`src/rtl/dq_pkg.sv`:
```
package dq_pkg;

  // Class tag carried by each instruction-queue head entry.
  typedef enum logic [1:0] {
    CLS_NONE = 2'd0,
    CLS_FP   = 2'd1,
    CLS_VEC  = 2'd2,
    CLS_GEN  = 2'd3
  } iclass_e;

  localparam int unsigned NCLS  = 4;
  localparam int unsigned CLS_W = 2;

endpackage

```
`src/rtl/dq_room.sv`:
```
// Per-cycle room for one resource: the smaller of the reported free count
// and the static acceptance limit.
module dq_room #(
  parameter int unsigned FREE_W = 4,
  parameter int unsigned LIMIT  = 1,
  parameter int unsigned OUT_W  = 2
) (
  input  logic [FREE_W-1:0] free_cnt,
  output logic [OUT_W-1:0]  room
);

  always_comb begin
    if (32'(free_cnt) > LIMIT) begin
      room = OUT_W'(LIMIT);
    end else begin
      room = OUT_W'(free_cnt);
    end
  end

endmodule

```
`src/rtl/dq_slot.sv`:
```
// One link of the in-order dispatch chain: decides a single head slot from
// the usage already claimed by older slots.
module dq_slot
  import dq_pkg::*;
#(
  parameter int unsigned CNT_W = 2
) (
  input  logic                        chain_ok,
  input  logic                        vld,
  input  iclass_e                     cls,
  input  logic [NCLS-1:0][CNT_W-1:0]  used_in,
  input  logic [NCLS-1:0][CNT_W-1:0]  room,
  input  logic [CNT_W-1:0]            cq_used_in,
  input  logic [CNT_W-1:0]            cq_room,
  output logic                        go,
  output logic [NCLS-1:0][CNT_W-1:0]  used_out,
  output logic [CNT_W-1:0]            cq_used_out
);

  logic q_space;
  logic cq_space;

  always_comb begin
    q_space  = used_in[cls] < room[cls];
    cq_space = cq_used_in < cq_room;
    go       = chain_ok & vld & q_space & cq_space;

    used_out = used_in;
    if (go) begin
      used_out[cls] = used_in[cls] + CNT_W'(1);
    end
    cq_used_out = cq_used_in + CNT_W'(go);
  end

endmodule

```
`src/rtl/dq_dispatch_arb.sv`:
```
module dq_dispatch_arb
  import dq_pkg::*;
#(
  parameter int unsigned SLOTS   = 3,
  parameter int unsigned FREE_W  = 4,
  parameter int unsigned CQ_W    = 5,
  parameter int unsigned FP_LIM  = 1,
  parameter int unsigned VEC_LIM = 2,
  parameter int unsigned GEN_LIM = 3,
  parameter int unsigned CNT_W   = $clog2(SLOTS + 1)
) (
  input  logic [SLOTS-1:0]       head_vld,
  input  logic [CLS_W*SLOTS-1:0] head_cls,
  input  logic [FREE_W-1:0]      fp_free,
  input  logic [FREE_W-1:0]      vec_free,
  input  logic [FREE_W-1:0]      gen_free,
  input  logic [CQ_W-1:0]        cq_free,
  output logic [SLOTS-1:0]       slot_go,
  output logic [CLS_W*SLOTS-1:0] slot_tgt,
  output logic [CNT_W-1:0]       disp_cnt
);

  // Limits above the slot count can never bind; clamp so rooms fit CNT_W.
  localparam int unsigned FP_EFF  = (FP_LIM  < SLOTS) ? FP_LIM  : SLOTS;
  localparam int unsigned VEC_EFF = (VEC_LIM < SLOTS) ? VEC_LIM : SLOTS;
  localparam int unsigned GEN_EFF = (GEN_LIM < SLOTS) ? GEN_LIM : SLOTS;

  logic [NCLS-1:0][CNT_W-1:0] room;
  logic [CNT_W-1:0]           cq_room;
  logic [CNT_W-1:0]           fp_room;
  logic [CNT_W-1:0]           vec_room;
  logic [CNT_W-1:0]           gen_room;

  dq_room #(.FREE_W(FREE_W), .LIMIT(FP_EFF),  .OUT_W(CNT_W)) u_room_fp  (.free_cnt(fp_free),  .room(fp_room));
  dq_room #(.FREE_W(FREE_W), .LIMIT(VEC_EFF), .OUT_W(CNT_W)) u_room_vec (.free_cnt(vec_free), .room(vec_room));
  dq_room #(.FREE_W(FREE_W), .LIMIT(GEN_EFF), .OUT_W(CNT_W)) u_room_gen (.free_cnt(gen_free), .room(gen_room));
  dq_room #(.FREE_W(CQ_W),   .LIMIT(SLOTS),   .OUT_W(CNT_W)) u_room_cq  (.free_cnt(cq_free),  .room(cq_room));

  always_comb begin
    room           = '0;
    room[CLS_NONE] = CNT_W'(SLOTS);
    room[CLS_FP]   = fp_room;
    room[CLS_VEC]  = vec_room;
    room[CLS_GEN]  = gen_room;
  end

  // Dispatch chain, oldest slot first.
  logic                       chain_ok [SLOTS+1];
  logic [NCLS-1:0][CNT_W-1:0] used     [SLOTS+1];
  logic [CNT_W-1:0]           cq_used  [SLOTS+1];

  assign chain_ok[0] = 1'b1;
  assign used[0]     = '0;
  assign cq_used[0]  = '0;

  for (genvar gi = 0; gi < SLOTS; gi++) begin : g_slot
    iclass_e cls_i;
    assign cls_i = iclass_e'(head_cls[CLS_W*gi +: CLS_W]);

    dq_slot #(.CNT_W(CNT_W)) u_slot (
      .chain_ok    (chain_ok[gi]),
      .vld         (head_vld[gi]),
      .cls         (cls_i),
      .used_in     (used[gi]),
      .room        (room),
      .cq_used_in  (cq_used[gi]),
      .cq_room     (cq_room),
      .go          (chain_ok[gi+1]),
      .used_out    (used[gi+1]),
      .cq_used_out (cq_used[gi+1])
    );

    assign slot_go[gi]                  = chain_ok[gi+1];
    assign slot_tgt[CLS_W*gi +: CLS_W]  = chain_ok[gi+1] ? cls_i : CLS_NONE;
  end

  assign disp_cnt = cq_used[SLOTS];

endmodule

```
`config.mk`:
```
export PLATFORM = sky130hd
export DESIGN_NAME = dq_dispatch_arb
export DESIGN_NICKNAME = d
export VERILOG_FILES = /design/src/rtl/dq_pkg.sv /design/src/rtl/dq_room.sv /design/src/rtl/dq_slot.sv /design/src/rtl/dq_dispatch_arb.sv
export SDC_FILE = /design/constraint.sdc
export NUM_CORES = 1
export LEC_CHECK = 0
export BUFFER_PORTS_ARGS = -buffer_cell sky130_fd_sc_hd__buf_2
export CORE_UTILIZATION = 35
export DETAILED_ROUTE_END_ITERATION = 6
export PLACE_DENSITY_LB_ADDON = 0.25
export SLEW_MARGIN = 20
export SYNTH_ARGS = -nofsm -noshare
export SYNTH_HDL_FRONTEND = slang
export SYNTH_SLANG_ARGS = --single-unit
```
`constraint.sdc`:
```
create_clock -name vclk -period 3.6
set_clock_uncertainty 0.1 [all_clocks]
set_input_delay 0.36 -clock vclk [all_inputs]
set_output_delay 0.36 -clock vclk [all_outputs]
set_load 0.02 [all_outputs]
```
Word-level counts from Yosys, hierarchy flattened
Cells that the tools add are included.
Widths: inputs -> output; s select.
Word-level totals
  flip-flop bits (word level): 0
  bits of input ports: 26
  output and inout port bits: 11
  word-level logic and storage cells: 56
Operators by class
  $add $sub $neg: 4
  reductions and logical operators: 2
  mux-type cells: 26
  bitwise logic cells: 9
  $lt $le $gt $ge: 15
Operators with widths (count)
  $mux 2: 15
  $bmux 2 s2: 6
  $mux 8: 2
  $lt 2x3->1 const B: 3
  $and 1x1->1: 8
  $and 8x8->8: 1
  $bwmux 8: 1
  $demux 2 s2: 2
  $gt 4x2->1 const B: 2
  $lt 2x2->1: 4
  $gt 5x2->1 const B: 1
  $add 2x1->2 const B: 2
  $ge 2x1->1 const B: 2
  $gt 4x1->1 const B: 1
  $add 1x1->2: 1
  $add 2x1->2: 1
  $logic_and 1x1->1: 2
  $lt 1x2->1: 1
  $lt 1x2->1 const A: 1

Depth between registers and ports, before layout
  word-level depth: 20
  gate-level depth with buffers: 14
  depth with buffers taken out: 14

Modules after synthesis
A second synthesis with hierarchy kept.
Second synthesis, totals
  cells, all modules: 116
  area total of the unflattened synthesis: 1217.4 um^2
Modules (own cells, without submodules)
  dq_slot: cells each 33, instances 3, area an instance 370.4 um^2, seq. area each 0.0 um^2
  dq_dispatch_arb: cells each 8, instances 1, area an instance 45.0 um^2, seq. area each 0.0 um^2
  dq_room (u_room_cq ...): cells each 2, instances 2, area an instance 15.0 um^2, seq. area each 0.0 um^2
  dq_room (u_room_fp): cells each 3, instances 1, area an instance 18.8 um^2, seq. area each 0.0 um^2
  dq_room (u_room_gen): cells each 2, instances 1, area an instance 12.5 um^2, seq. area each 0.0 um^2

Worst setup path before layout
No wires, ideal clock.
  path type: input port to output port
  from: input port vec_free[1]
  to: output port disp_cnt[0]
  required time: 3140 ps
  buffers on the path: 0
  arrival: 3073 ps
  setup slack: 67 ps
  stages on the path: 12
  cell sequence: or4b_1 > a222oi_1 > nor2_1 > nor3_2 > ha_1 > ha_1 > o21ai_0 > and4_1 > o21ai_2 > a31o_2 > fa_1 > inv_1
Between the ends
  cells in the longest elaborated chain, start to end: 20
  elaborated cells on any way between the ends: 31
  classes of those cells: add/sub (3); order compare (6); mux (14); bitwise (8)
RTL lines
  start, declared: line dq_dispatch_arb.sv:15  | input logic [FREE_W-1:0] vec_free,
  $gt 4x2->1: line dq_room.sv:13  | if (32'(free_cnt) > LIMIT) begin
  $mux 2 (*): line dq_room.sv:13
  $bmux 2 s2: line dq_slot.sv:24  | q_space = used_in[cls] < room[cls];
  $mux 2 (not written as such): line dq_slot.sv:24
  $lt 2x2->1: line dq_slot.sv:24
  $and 1x1->1 (2 in a row): line dq_slot.sv:26  | go = chain_ok & vld & q_space & cq_space;
  $mux 8: line dq_slot.sv:29  | if (go) begin
  $bmux 2 s2: line dq_slot.sv:24
  [... 3 more ...]
  $and 1x1->1 (*): line dq_slot.sv:26
  via g_slot[1].u_slot.go: line dq_slot.sv:15  | output logic go,
  $mux 8: line dq_slot.sv:29
  $bmux 2 s2: line dq_slot.sv:24
  $mux 2 (not written as such): line dq_slot.sv:24
  $lt 2x2->1: line dq_slot.sv:24
  $and 1x1->1 (2 in a row): line dq_slot.sv:26
  $add 2x1->2 (*): line dq_slot.sv:32  | cq_used_out = cq_used_in + CNT_W'(go);
  end, declared: line dq_dispatch_arb.sv:20  | output logic [CNT_W-1:0] disp_cnt
The timed path passes the listed nets; every way through them passes the cells marked *. The select of a mux whose other input is x is not followed.

Final worst setup path
  from: input port vec_free[2]
  to: output port disp_cnt[0]
Between the ends
  cells in the longest elaborated chain, start to end: 20
  elaborated cells on any way between the ends: 31
  classes of those cells: add/sub (3); order compare (6); mux (14); bitwise (8)
RTL lines (line)
  $gt 4x2->1 (*): dq_room.sv:13
  $mux 2 (*): dq_room.sv:13
  $bmux 2 s2: dq_slot.sv:24
  $mux 2 (not written as such): dq_slot.sv:24
  $lt 2x2->1: dq_slot.sv:24
  $and 1x1->1 (2 in a row): dq_slot.sv:26
  $mux 8: dq_slot.sv:29
  $bmux 2 s2: dq_slot.sv:24, dq_slot.sv:30
  $mux 2 (not written as such): dq_slot.sv:24, dq_slot.sv:30
  $lt 2x2->1: dq_slot.sv:24
  $and 1x1->1 (2 in a row): dq_slot.sv:26
  $mux 8: dq_slot.sv:29
  $bmux 2 s2: dq_slot.sv:24
  $mux 2 (not written as such): dq_slot.sv:24
  $lt 2x2->1: dq_slot.sv:24
  $and 1x1->1 (2 in a row): dq_slot.sv:26
  $add 2x1->2 (*): dq_slot.sv:32
Mark *: on every way between the ends. The rest lies on a longest branch, timed or not. The select of a mux whose other input is x is not followed.

==> impl.org <==
** Floorplan
- From left edge to right edge, the die measures 46.94 um.
- DIE AREA :: 0.002203 sq mm
- 37 I/O pins were placed.
- Initial Utilization :: 0.3924
- Die boundary height :: 46.94 um
- Row generation in the floorplan step produced 15 rows.
- Core area :: 0.001802 sq mm

** Layout
- Layout clock buffer count :: 0
- Layout overhead on the synthesized area :: 56.11%
- In the layout the commonest cells are 33 x buf_2, 26 x buf_4, 10 x nor2_1.
- Sequential cell area :: 0 sq um
- Post-route cell area :: 0.001104 sq mm
- Num sequential :: 0
- After the last flow step, the layout net total stands at 194.
- The library cell used most frequently in the layout, excluding fill and tap cells, is buf_2.
- Number of standard cells in the layout, taps in and fillers out :: 187
- The repair_antennas step left the layout with diodes totalling 0.
- Of the cells placed in the final design, the portion with a size suffix greater than 1 is 0.4630.

** Routing
- In this run the remaining antenna-violating nets after routing total 0.
- In the final routed layout, each cell accounts on average for 12.38 um.
- After detailed routing, the number of vias per cell comes to 5.545.
- Iteration count of the initial detailed-routing pass :: 4
- The detailed router finished its first iteration with 27 violations.
- The final layout contains routed wiring with a total length of 2315 um.
- The final route contains 1037 vias.
- In the routed design, unresolved DRC markers number 0.

** Synthesis
- Yosys warning count :: 0
- Sorting the synthesized cells by area gives the leading types as ha_1 5.3%, nor2_1 5.3%, nand2_1 4.8%.
- Total nets after synthesis :: 138
- Summed over all instances, the cell type with the most area after synthesis is ha_1.
- Each instance of the synthesized netlist takes up on average 6.546 sq um.
- Portion of synthesized cell area occupied by the leading cell type :: 0.05310
- Synthesis produced a netlist whose cell count is 108.
- Number of library cell types mapped by synthesis :: 47
- Summing every instance area after synthesis gives 706.9 sq um.
- Sequential-to-total area share from yosys stat :: 0

** Worst hold path
- The worst hold path belongs to the class in -> out.
- Hold Crit Depth :: 4

** Critical path
- The worst setup path is captured at an output pin.
- Of all nets on the critical path, the largest fanout is 2.
- Sort of element at the start of the critical path :: input port
- For the worst setup path, the data required time is 3.14 ns.
- STA puts the critical path data arrival time at 3.37 ns.
- The critical path in this run is classified as in -> out.

** STA
- Worst setup slack after layout :: -0.2263 ns
- The total count of max-transition violations in the final report is 0.
- Setup violations remaining at the end of the flow were counted as 2.
- Fin. Hold Viols :: 0
- Maximum clock rate :: 261.3 MHz
- In this run the tightest slew margin relative to its limit is 0.7164.
- Final min period :: 3.826 ns
- For the pin with the worst max-slew slack, the measured transition is 0.4215 ns.
- Setup repair after global routing could not meet its margin everywhere.
- Fraction of the cycle the final worst path needs :: 1.063

** Pwr
- Total power :: 0.1246 mW
- For this design the ratio of total power to cell area is 112.9 mW/mm^2.
- Worst ir drop on vdd :: 0.05571 mV
- Summed over all cells, the static leakage comes to 0.5216 nW.

** Place
- At the end of routability-driven placement, the weighted congestion stood at 0.9197.
- Pre-CTS setup slack :: -0.1485 ns
- Half-perimeter wire length after detailed placement :: 1863 um
- In this run, placement finished with an instance count of 184.
- Input and output buffers added on the ports amount to 37.
- In this run the cell area measured after placement is 0.001037 sq mm.

** Global routing
- Number of global-route vias before repair :: 814
- Across every metal layer, demand over resource in global routing totals 0.1929.
- The total overflow left after global routing is 0.
- The first global-routing pass estimated 3249 um of wire.
- Antenna violations before repair :: 0
- Entering global routing, the biggest net connects 12 pins.

** Status
- Result of the run :: complete, but fails checks
- The checks that failed: negative setup slack.

** Run
- Reported max-cap violation count :: 0
[metrics by stage]
step	hold slack (ns)	TNS (ns)	utilization
floorplan	0.7816	0	-
global placement	1.056	-0.1439	0.5757
detailed placement	1.037	-0.2082	0.5757
CTS	1.042	-0.1941	0.5910
global route	1.079	-0.6621	0.6125
finish	1.043	-0.3586	0.6125
[kinds of logic after synthesis]
logic type / Yosys count / synth area share
and+or+nand+nor: 59 / 0.4956
AOI/OAI and AO/OA: 26 / 0.2584
buffers and inverters: 15 / 0.1097
adders and majority gates: 4 / 0.08142
muxes: 3 / 0.04248
xor gates and xnor gates: 1 / 0.01239
[area by class of cell]
cell class                 instances  area, sq um
inverter                           7        26.28
multi-input combinational         93        651.9
timing repair buffer              62        394.1
tap                               25        31.28
fill                             172        698.2
[power by group]
| group | switching [mW] | internal (mW) |
|---|---|---|
| sequential | 0 | 0 |
| combinational | 0.0642 | 0.0604 |
| clock | 0 | 0 |
| total | 0.0642 | 0.0604 |
[final timing paths]
check / slack [ns] / start / to
min: 1.04 / head_cls[5] / slot_tgt[5]
max: -0.23 / vec_free[2] / disp_cnt[0]
[repair_timing]
action                                  in CTS  in global routing
resized for setup                            4                  7
gates cloned                                 0                  0
pin swaps                                    0                  9
endpoints found under the setup margin       2                  4
hold buffers                                 0                  0
buffers inserted                             2                  3
[cell usage after synthesis (all sizes together), types with 2 or more instances]
master	instances
a211oi	2
a21oi	5
a311oi	2
a31oi	3
and2	4
and2b	2
and3	4
buf	6
clkbuf	2
ha	3
inv	7
mux2i	3
nand2	9
nand3	5
nand4	4
nor2	10
nor3	3
nor4	4
nor4b	3
o21ai	5
o22ai	2
or3	3
or4	3
[critical path, stage by stage]
cell and delay [ns]:
buf_6 0.09, or4b_4 0.52, a222oi_1 0.34, nor2_1 0.12, nor3_2 0.26, ha_2 0.25, ha_4 0.21, o21ai_2 0.04
and4_1 0.22, o21ai_2 0.07, a31o_2 0.22, fa_1 0.49, inv_1 0.04, buf_6 0.12
[layer usage]
metal,GRT usage,up-vias,share of wire
met5,0,-,0
met4,0.01143,0,0.0052
met3,0.003846,2,0.072
li1,-,521,-
met1,0.2636,459,0.43
met2,0.3528,55,0.49
Power figures use the tool's default switching activity.
